==> src/rtl/sprog_pkg.sv <==
package sprog_pkg;

    // word geometry
    localparam int WORD_W   = 24;
    localparam int DEV_W    = 1;
    localparam int ADDR_W   = 3;
    localparam int PAY_W    = WORD_W - DEV_W - ADDR_W;

    // register field widths
    localparam int REF_W    = 11;
    localparam int MAIN_A_W = 7;
    localparam int MAIN_M_W = 11;
    localparam int CUR_W    = 4;
    localparam int MAIN_W   = MAIN_A_W + MAIN_M_W;

    // register indices (also the register address values)
    localparam int NUM_REGS = 3;
    localparam int UPD_REF  = 0;
    localparam int UPD_MAIN = 1;
    localparam int UPD_CFG  = 2;

    // serial bus line positions in the synchronizer vector
    localparam int NUM_LINES = 3;
    localparam int LN_CLK    = 0;
    localparam int LN_DAT    = 1;
    localparam int LN_LAT    = 2;

    typedef struct packed {
        logic [DEV_W-1:0]  dev;
        logic [ADDR_W-1:0] addr;
        logic [PAY_W-1:0]  payload;
    } word_t;

    typedef struct packed {
        logic [MAIN_M_W-1:0] m;
        logic [MAIN_A_W-1:0] a;
    } main_t;

    typedef struct packed {
        logic [CUR_W-1:0] cp_cur;
        logic             force_mode;
        logic             pwr_dn;
        logic             pd_pol;
    } cfg_t;

    localparam int CFG_W = $bits(cfg_t);

    // one-hot register select for an address; zero when no such register
    function automatic logic [NUM_REGS-1:0] addr_onehot(input logic [ADDR_W-1:0] a);
        logic [NUM_REGS-1:0] r;
        r = '0;
        for (int i = 0; i < NUM_REGS; i++) begin
            if (a == ADDR_W'(i)) r[i] = 1'b1;
        end
        return r;
    endfunction

endpackage

==> src/rtl/serial_sync.sv <==
module serial_sync #(
    parameter int LINES  = 3,
    parameter int STAGES = 2
) (
    input  logic             clk,
    input  logic             rst,
    input  logic [LINES-1:0] async_i,
    output logic [LINES-1:0] level_o,
    output logic [LINES-1:0] rise_o
);

    for (genvar g = 0; g < LINES; g++) begin : g_line
        // STAGES synchronizer flops plus one history flop for edge detection
        logic [STAGES:0] pipe;

        always_ff @(posedge clk) begin
            if (rst) pipe <= '0;
            else     pipe <= {pipe[STAGES-1:0], async_i[g]};
        end

        assign level_o[g] = pipe[STAGES-1];
        assign rise_o[g]  = pipe[STAGES-1] & ~pipe[STAGES];
    end

endmodule

==> src/rtl/word_shifter.sv <==
module word_shifter
    import sprog_pkg::*;
(
    input  logic              clk,
    input  logic              rst,
    input  logic              shift_en,
    input  logic              bit_i,
    output logic [WORD_W-1:0] word_o
);

    always_ff @(posedge clk) begin
        if (rst)           word_o <= '0;
        else if (shift_en) word_o <= {word_o[WORD_W-2:0], bit_i};
    end

endmodule

==> src/rtl/prog_reg_bank.sv <==
module prog_reg_bank
    import sprog_pkg::*;
(
    input  logic              clk,
    input  logic              rst,
    input  logic              load_i,
    input  logic [WORD_W-1:0] word_i,
    input  logic [DEV_W-1:0]  dev_id_i,
    output logic [REF_W-1:0]  ref_o,
    output main_t             main_o,
    output cfg_t              cfg_o,
    output logic [NUM_REGS-1:0] upd_o,
    output logic              reload_o
);

    word_t               w;
    logic [NUM_REGS-1:0] sel;
    logic                unused_payload;

    assign w   = word_t'(word_i);
    assign sel = (load_i && (w.dev == dev_id_i)) ? addr_onehot(w.addr) : '0;
    assign unused_payload = ^w.payload;

    always_ff @(posedge clk) begin
        if (rst) begin
            ref_o    <= '0;
            main_o   <= '0;
            cfg_o    <= '0;
            upd_o    <= '0;
            reload_o <= 1'b0;
        end else begin
            upd_o    <= sel;
            // mode as held before this word decides the pulse
            reload_o <= (sel[UPD_REF] | sel[UPD_MAIN]) & cfg_o.force_mode;
            if (sel[UPD_REF])  ref_o  <= w.payload[REF_W-1:0];
            if (sel[UPD_MAIN]) main_o <= main_t'(w.payload[MAIN_W-1:0]);
            if (sel[UPD_CFG])  cfg_o  <= cfg_t'(w.payload[CFG_W-1:0]);
        end
    end

endmodule

==> src/rtl/synth_prog_port.sv <==
module synth_prog_port
    import sprog_pkg::*;
#(
    parameter int SYNC_STAGES = 2
) (
    input  logic                 clk,
    input  logic                 rst,
    input  logic                 ser_clk,
    input  logic                 ser_dat,
    input  logic                 ser_lat,
    input  logic [DEV_W-1:0]     dev_id,
    output logic [REF_W-1:0]     ref_div,
    output logic [MAIN_A_W-1:0]  main_a,
    output logic [MAIN_M_W-1:0]  main_m,
    output logic                 pd_pol,
    output logic                 pwr_dn,
    output logic                 reload_mode,
    output logic [CUR_W-1:0]     cp_cur,
    output logic [NUM_REGS-1:0]  upd,
    output logic                 reload
);

    logic [NUM_LINES-1:0] bus_raw;
    logic [NUM_LINES-1:0] bus_lvl;
    logic [NUM_LINES-1:0] bus_rise;
    logic                 shift_en;
    logic [WORD_W-1:0]    sr_word;
    main_t                main_q;
    cfg_t                 cfg_q;

    assign bus_raw[LN_CLK] = ser_clk;
    assign bus_raw[LN_DAT] = ser_dat;
    assign bus_raw[LN_LAT] = ser_lat;

    serial_sync #(
        .LINES  (NUM_LINES),
        .STAGES (SYNC_STAGES)
    ) u_sync (
        .clk     (clk),
        .rst     (rst),
        .async_i (bus_raw),
        .level_o (bus_lvl),
        .rise_o  (bus_rise)
    );

    // shifting is frozen whenever the synchronized latch is high
    assign shift_en = bus_rise[LN_CLK] & ~bus_lvl[LN_LAT];

    word_shifter u_shift (
        .clk      (clk),
        .rst      (rst),
        .shift_en (shift_en),
        .bit_i    (bus_lvl[LN_DAT]),
        .word_o   (sr_word)
    );

    prog_reg_bank u_bank (
        .clk      (clk),
        .rst      (rst),
        .load_i   (bus_rise[LN_LAT]),
        .word_i   (sr_word),
        .dev_id_i (dev_id),
        .ref_o    (ref_div),
        .main_o   (main_q),
        .cfg_o    (cfg_q),
        .upd_o    (upd),
        .reload_o (reload)
    );

    assign main_a      = main_q.a;
    assign main_m      = main_q.m;
    assign pd_pol      = cfg_q.pd_pol;
    assign pwr_dn      = cfg_q.pwr_dn;
    assign reload_mode = cfg_q.force_mode;
    assign cp_cur      = cfg_q.cp_cur;

endmodule

==> config.mk <==
export PLATFORM = sky130hd
export DESIGN_NAME = synth_prog_port
export DESIGN_NICKNAME = d
export VERILOG_FILES = /design/src/rtl/sprog_pkg.sv /design/src/rtl/serial_sync.sv /design/src/rtl/word_shifter.sv /design/src/rtl/prog_reg_bank.sv /design/src/rtl/synth_prog_port.sv
export SDC_FILE = /design/constraint.sdc
export NUM_CORES = 1
export LEC_CHECK = 0
export ABC_AREA = 1
export ABC_CLOCK_PERIOD_IN_PS = 1200
export BUFFER_PORTS_ARGS = -buffer_cell sky130_fd_sc_hd__buf_2
export CELL_PAD_IN_SITES_DETAIL_PLACEMENT = 0
export CELL_PAD_IN_SITES_GLOBAL_PLACEMENT = 2
export CORE_MARGIN = 3
export CORE_UTILIZATION = 28
export DETAILED_ROUTE_END_ITERATION = 8
export PLACE_DENSITY = 0.78
export RECOVER_POWER = 25
export SLEW_MARGIN = 5
export SYNTH_ARGS = -nofsm -noshare
export SYNTH_HDL_FRONTEND = slang
export SYNTH_SLANG_ARGS = --single-unit
==> constraint.sdc <==
create_clock -name clk -period 1.2 [get_ports clk]
set_input_delay 0.06 -clock clk [delete_from_list [all_inputs] [get_ports clk]]
set_output_delay 0.06 -clock clk [all_outputs]
set_load 0.005 [all_outputs]
==> reports/metrics.yaml, run 1 <==
min_from: "rst"
final_common_cell: "nor2_1"
setup_ws_ns: 0.0431
endpoint_kind: "flop"
drtIter0Drc: 84
final_max_slew_viol_count: 0
crit_path_max_fanout: 30
yosys_warnings: 0
row_count: 35
cp_slowest_cell: "dfxtp_2"
ys_types: 19
worst-slew-pin-transition_ns: 0.309
synth_fp_nets: 353
syn_inst: 347
p_total_mw: 4.45
io-pin-count: 46
finalSetupTns_ns: 0
start_util_pct: 29.0
final_cell_mix: "nor2_1, dfxtp_1, buf_2, nand2_1, nand3_1"
nFillCells: 1024
clkTransAtPathRegs_ns: 0.07
rrSetupSlack_ns: 0.04
die_x_um: 104
seq_area_frac_synth_pct: 53.5
crit_arrival_ns: 1.40
n_antenna_cell: 0
ant_nets: 0
syn_area_per_cell_um2: 7.77
die_y_um: 104
peakVddDrop_v: 0.000446
start_kind: "flop"
slew_headroom_pct: 79.2
cts-htree-levels: 3
dpl.hpwl_mm: 3.98
grt_max_degree: 58
holdPathEnd: "u_sync.g_line[2].pipe[1]"
rsz0062_at_grt: "yes"
fin_crit_sh_pct: 96.4
clock_path_buffers: 2
fin_skew_ns: 0.00671
grt_pass1_wl_mm: 9.94
critPathRequiredTime_ns: 1.44
grt_pass1_vias: 2090
ctsRootBufferMaster: "clkbuf_8"
path_class: "reg -> reg"
fin_util_pct: 36.2
cts_tree: "yes"
crit_chain: "inv_2 -> nor2_4 -> inv_2 -> nor2_4 -> buf_12 -> nand3_1 -> nand2_1 -> nor2_1"
crit-reg2reg-launch: "u_sync.g_line[2].pipe[1]"
routed_wl_mm: 5.85
drt_pass1_iterations: 4
fin_crit_ns: 1.16
slowest_delay_ns: 0.32
status: "complete, no violations"
whs_path_depth: 3
maxCapViolCount: 0
core_um2: 9280
post-place-ws_ns: -0.00148
clk_latency_ns: 0.35
hold_class: "in -> reg"
cts_sinks: 72
p_leak_nw: 1.44
via_per_inst: 4.16
hold_viol: 0
place.port_buffers: 45
drc: 0
gp_congestion: 0.729
cts_buffers: 9
r2r-end: "u_bank.cfg_o[0]"
fmax_mhz: 864
powerDensity_nw_per_um2: 1320
vias: 2230
die_area_um2: 10800
ys_ff_latch: 72
syn2layout_area_growth_pct: 24.7
ff2ff_path_depth: 8
syn_area_um2: 2700
nNetsFinal: 409
wl_per_cell_um: 10.9
setup_viol: 0
antenna_found_initial: 0
drive_gt1_share_pct: 22.6
track_usage_pct: 11.5
grt_overflow: 0
## critical path: cells and delay by family, from the launching register on
kind | cells | cell delay, ns
buf+inv | 3 | 0.28
flops | 1 | 0.32
simple gates | 5 | 0.45
## cells in the mapped netlist
| cell type | count | area, µm² |
|---|---|---|
| nand2_2 | 3 | 18.8 |
| dfxtp_1 | 72 | 1440 |
| a21oi_2 | 1 | 8.76 |
| buf_6 | 4 | 45.0 |
| clkbuf_1 | 4 | 15.0 |
| nand2_1 | 42 | 158 |
| nand3_4 | 2 | 35.0 |
| nor2_4 | 3 | 33.8 |
| inv_2 | 3 | 11.3 |
| buf_2 | 5 | 25.0 |
| nor3_1 | 3 | 15.0 |
| a21oi_1 | 24 | 120 |
| inv_1 | 33 | 124 |
| nand3_1 | 39 | 195 |
| nor4_1 | 1 | 6.26 |
| o21ai_0 | 21 | 105 |
| buf_4 | 3 | 22.5 |
| buf_1 | 2 | 7.51 |
| nor2_1 | 82 | 308 |
## power breakdown
group          leakage, nW  internal [mW]  total, mW  switching [mW]
clock network       0.0769          0.725       1.62           0.892
registers            0.585           2.45       2.48          0.0291
logic                0.774          0.139      0.350           0.212
total                 1.44           3.32       4.45            1.13
## kinds of logic after synthesis
family,Yosys count,synth area share [%]
buffers and inverters,54,9.28
AO/OA/AOI/OAI,46,8.68
AND/OR/NAND/NOR,175,28.6
flip-flops,72,53.5
## metal layers
| layer | wire length [µm] | track usage (%) | up-vias |
|---|---|---|---|
| met4 | 121 | 6.27 | 0 |
| li1 | - | - | 1205 |
| met5 | 0 | 0 | - |
| met3 | 243 | 3.60 | 11 |
| met2 | 2560 | 17.3 | 38 |
| met1 | 2930 | 14.7 | 976 |
## area by class of cell
class                   instances  area (µm²)  area share, %
clock buffers                   9         124           3.69
inverters                      36         135           4.02
well taps                     129         161           4.80
repair buffers                 63         443           13.2
flip-flops and latches         72        1440           43.0
clock inverters                 6        37.5           1.12
multi-input cells             221        1020           30.2
## worst max-delay path by stage
stage / cells after the start / slack, ns / start / to
floorplan: 8 / 0.05 / u_shift.word_o[23] / u_bank.cfg_o[3]
global placement: 8 / 0.02 / u_shift.word_o[23] / u_bank.main_o[14]
detailed placement: 8 / -0.001 / u_shift.word_o[23] / u_bank.main_o[8]
CTS: 8 / 0.03 / u_sync.g_line[2].pipe[1] / u_bank.cfg_o[1]
global route: 8 / -0.06 / u_sync.g_line[2].pipe[1] / u_bank.cfg_o[0]
finish: 8 / 0.04 / u_sync.g_line[2].pipe[1] / u_bank.cfg_o[0]
## through the flow
stage,cells,cell area [µm²],hold slack (ns)
after floorplan,347,2700,0.129
after global placement,517,3150,0.259
after detailed placement,517,3150,0.266
after CTS,535,3340,0.0786
after global routing,536,3360,0.0997
final,536,3360,0.0802
## sequential cells by signal (all words and copies together) (netlist names)
register,cells
u_bank.cfg_o,7
u_bank.main_o,18
u_bank.ref_o,11
u_bank.reload_o,1
u_bank.upd_o,3
u_shift.word_o,24
u_sync.g_line.pipe,8
## repair_timing
action,CTS,global route
hold endpoints to repair,3,0
resized for setup,1,8
hold buffers,3,0
setup endpoints to repair,1,44
setup buffers,0,1
Note: power is estimated with default switching activity, not from simulation.
==> run 2: changes to the inputs <==
--- a/config.mk
+++ b/config.mk
@@ -6,7 +6,7 @@
 export NUM_CORES = 1
 export LEC_CHECK = 0
 export ABC_AREA = 1
-export ABC_CLOCK_PERIOD_IN_PS = 1200
+export ABC_CLOCK_PERIOD_IN_PS = 950
 export BUFFER_PORTS_ARGS = -buffer_cell sky130_fd_sc_hd__buf_2
 export CELL_PAD_IN_SITES_DETAIL_PLACEMENT = 0
 export CELL_PAD_IN_SITES_GLOBAL_PLACEMENT = 2
==> constraint.sdc (replaced) <==
create_clock -name clk -period 0.95 [get_ports clk]
set_input_delay 0.0475 -clock clk [delete_from_list [all_inputs] [get_ports clk]]
set_output_delay 0.0475 -clock clk [all_outputs]
set_load 0.005 [all_outputs]
==> reports/metrics.yaml, run 2 (synthesis results as in run 1) <==
grt_overflow: 0  # unchanged
die_area_um2: 10800  # unchanged
hold_ws_ns: 0.0816  # was 0.0802 ns
critPathRequiredTime_ns: 1.20  # was 1.44 ns
rrSetupSlack_ns: -0.31  # was 0.04 ns
dpl-instance-area_um2: 3250  # was 3150 µm²
setup_ws_ns: -0.309  # was 0.0431 ns
grt_pass1_vias: 2318  # was 2090
gp_congestion: 0.739  # was 0.729
grt_pass1_wl_mm: 11.5  # was 9.94 mm
whs_path_depth: 3  # unchanged
nNetsFinal: 438  # was 409
clkTransAtPathRegs_ns: 0.08  # was 0.07 ns
top_register: "u_shift.word_o"  # unchanged
drt-met1-wl_mm: 3.42  # was 2.93 mm
status: "finished with violations"  # was complete, no violations
io-pin-count: 46  # unchanged
start_kind: "flop"  # unchanged
n_antenna_cell: 0  # unchanged
ctsRootBufferMaster: "clkbuf_8"  # unchanged
routed-wl-met2_mm: 3.64  # was 2.56 mm
antenna_found_initial: 0  # unchanged
ff2ff_path_depth: 9  # was 8
endpoint_kind: "flop"  # unchanged
drt_pass1_iterations: 4  # unchanged
drive_gt1_share_pct: 45.3  # was 22.6%
crit-reg2reg-launch: "u_sync.g_line[2].pipe[1]"  # unchanged
cts_tree: "yes"  # unchanged
cp_slowest_cell: "dfxtp_2"  # unchanged
dpl.hpwl_mm: 4.16  # was 3.98 mm
p_leak_nw: 1.79  # was 1.44 nW
crit_arrival_ns: 1.51  # was 1.40 ns
largest_reg_flops: 24  # unchanged
cts-htree-levels: 3  # unchanged
drtIter0Drc: 72  # was 84
holdPathEnd: "u_shift.word_o[21]"  # was u_sync.g_line[2].pipe[1]
fin_crit_sh_pct: 132  # was 96.4%
slowest_delay_ns: 0.32  # about the same
worst-slew-pin-transition_ns: 0.261  # was 0.309 ns
fin_area_um2: 4300  # was 3360 µm²
routed_wl_mm: 7.51  # was 5.85 mm
setup_viol: 64  # was 0
peakVddDrop_v: 0.000591  # was 0.000446 V
ant_nets: 0  # unchanged
violations: "negative setup slack"
hold_viol: 0  # unchanged
drc: 0  # unchanged
slew_headroom_pct: 82.6  # was 79.2%
start_util_pct: 29.0  # unchanged
powerDensity_nw_per_um2: 1580  # was 1320 nW/µm²
wl_per_cell_um: 13.3  # was 10.9 µm
place.port_buffers: 45  # unchanged
track_usage_pct: 13.3  # was 11.5%
rsz0062_at_grt: "yes"  # unchanged
hold_class: "in -> reg"  # unchanged
fin_crit_ns: 1.26  # was 1.16 ns
worstSetupStartpoint: "u_sync.g_line[2].pipe[1]"  # unchanged
maxCapViolCount: 0  # unchanged
vias: 2507  # was 2230
final_cell_mix: "nor2_1, dfxtp_1, buf_2, nand2_1, inv_1"  # was nor2_1, dfxtp_1, buf_2, nand2_1, nand3_1
clock_path_buffers: 2  # unchanged
top_layer: "met4"  # unchanged
reg_top3: "u_shift.word_o (24), u_bank.main_o (18), u_bank.ref_o (11)"  # unchanged
die_x_um: 104  # unchanged
final_max_slew_viol_count: 0  # unchanged
via_per_inst: 4.43  # was 4.16
cp_top_family: "simple AND/OR/NAND/NOR gates"  # unchanged
fmax_mhz: 795  # was 864 MHz
min_from: "rst"  # unchanged
grt_max_degree: 37  # was 58
path_class: "reg -> reg"  # unchanged
cts_buffers: 9  # unchanged
wl_met3_um: 332  # was 243 µm
crit_path_max_fanout: 9  # was 30
row_count: 35  # unchanged
clk_latency_ns: 0.35  # about the same
syn2layout_area_growth_pct: 59.4  # was 24.7%
die_y_um: 104  # unchanged
crit_buf_inv: 4  # was 3
fin_skew_ns: 0.00981  # was 0.00671 ns
r2r-end: "u_bank.ref_o[1]"  # was u_bank.cfg_o[0]
crit_chain: "inv_2 -> nor2_4 -> inv_2 -> nor2_4 -> buf_12 -> clkbuf_16 -> nand3_1 -> nand2_1 -> nor2_1"  # was inv_2 -> nor2_4 -> inv_2 -> nor2_4 -> buf_12 -> nand3_1 -> nand2_1 -> nor2_1
cts_sinks: 72  # unchanged
core_um2: 9280  # unchanged
final_common_cell: "nor2_1"  # unchanged
run 2: cell count changes in the layout (fill, tap and decap cells not counted), moves of 5 or more:
| cell | change |
|---|---|
| buf_6 | +7 |
| o21ai_0 | -21 |
| buf_4 | +9 |
| a21oi_2 | +21 |
| nand3_1 | -15 |
| buf_16 | +6 |
| a21oi_1 | -22 |
| nand2_4 | +5 |
| nand3_2 | +13 |
| o21ai_2 | +17 |
| nand2_1 | -8 |
run 2: how the worst max path moves through the flow:
stage          slack [ns]  depth (start not counted)               end
6_report            -0.31                          9   u_bank.ref_o[1]
3_5_place_dp        -0.23                          7  u_bank.main_o[4]
4_1_cts             -0.24                          7  u_bank.main_o[4]
3_3_place_gp        -0.23                          7  u_bank.main_o[4]
2_1_floorplan       -0.18                          7  u_bank.main_o[4]
5_1_grt             -0.36                          9  u_bank.main_o[3]
run 2: timing repair:
item	in CTS	in global routing
pin swaps	20	19
hold buffers	3	0
gates resized for setup	73	44
endpoints found under the hold margin	3	0
setup buffers	8	5
endpoints found under the setup margin	64	64
cloned	6	5
run 2: power breakdown:
group / switching [mW] / internal [mW]
sequential: 0.0535 / 3.10
clock: 1.19 / 1.69
combinational: 0.411 / 0.353
total: 1.65 / 5.14
run 2: per-layer routing:
layer  GRT usage (%)  up-vias
li1                -     1272
met1            16.6     1178
met2            21.5       46
met3            3.35       11
met4            5.98        0
met5               0        -
run 2: area by class of cell:
| type | count | area [µm²] |
|---|---|---|
| Sequential cell | 72 | 1450 |
| Inverter | 36 | 135 |
| Clock buffer | 12 | 165 |
| Tap cell | 129 | 161 |
| Clock inverter | 4 | 75.1 |
| Timing Repair Buffer | 92 | 908 |
| Multi-Input combinational cell | 221 | 1400 |
| Fill cell | 929 | 4990 |
run 2: stage by stage:
stage                     setup TNS [ns]  worst slack [ns]  power (mW)  util, %  instances
after floorplan                    -6.82            -0.178        3.50        -        347
after global placement             -9.53            -0.231        3.69     35.0        528
after detailed placement          -10.13            -0.233        3.69     35.0        528
after CTS                         -11.15            -0.240        6.77     43.0        560
after global routing              -18.22            -0.363        7.07     46.3        566
final                             -14.45            -0.309        6.79     46.3        566
run 2: worst register-to-register path, cell delays in order, from the launching register on:
cell	delay (ns)
dfxtp_2	0.32
inv_2	0.05
nor2_4	0.12
inv_2	0.06
nor2_4	0.12
buf_12	0.15
clkbuf_16	0.16
nand3_1	0.07
nand2_1	0.08
nor2_1	0.04
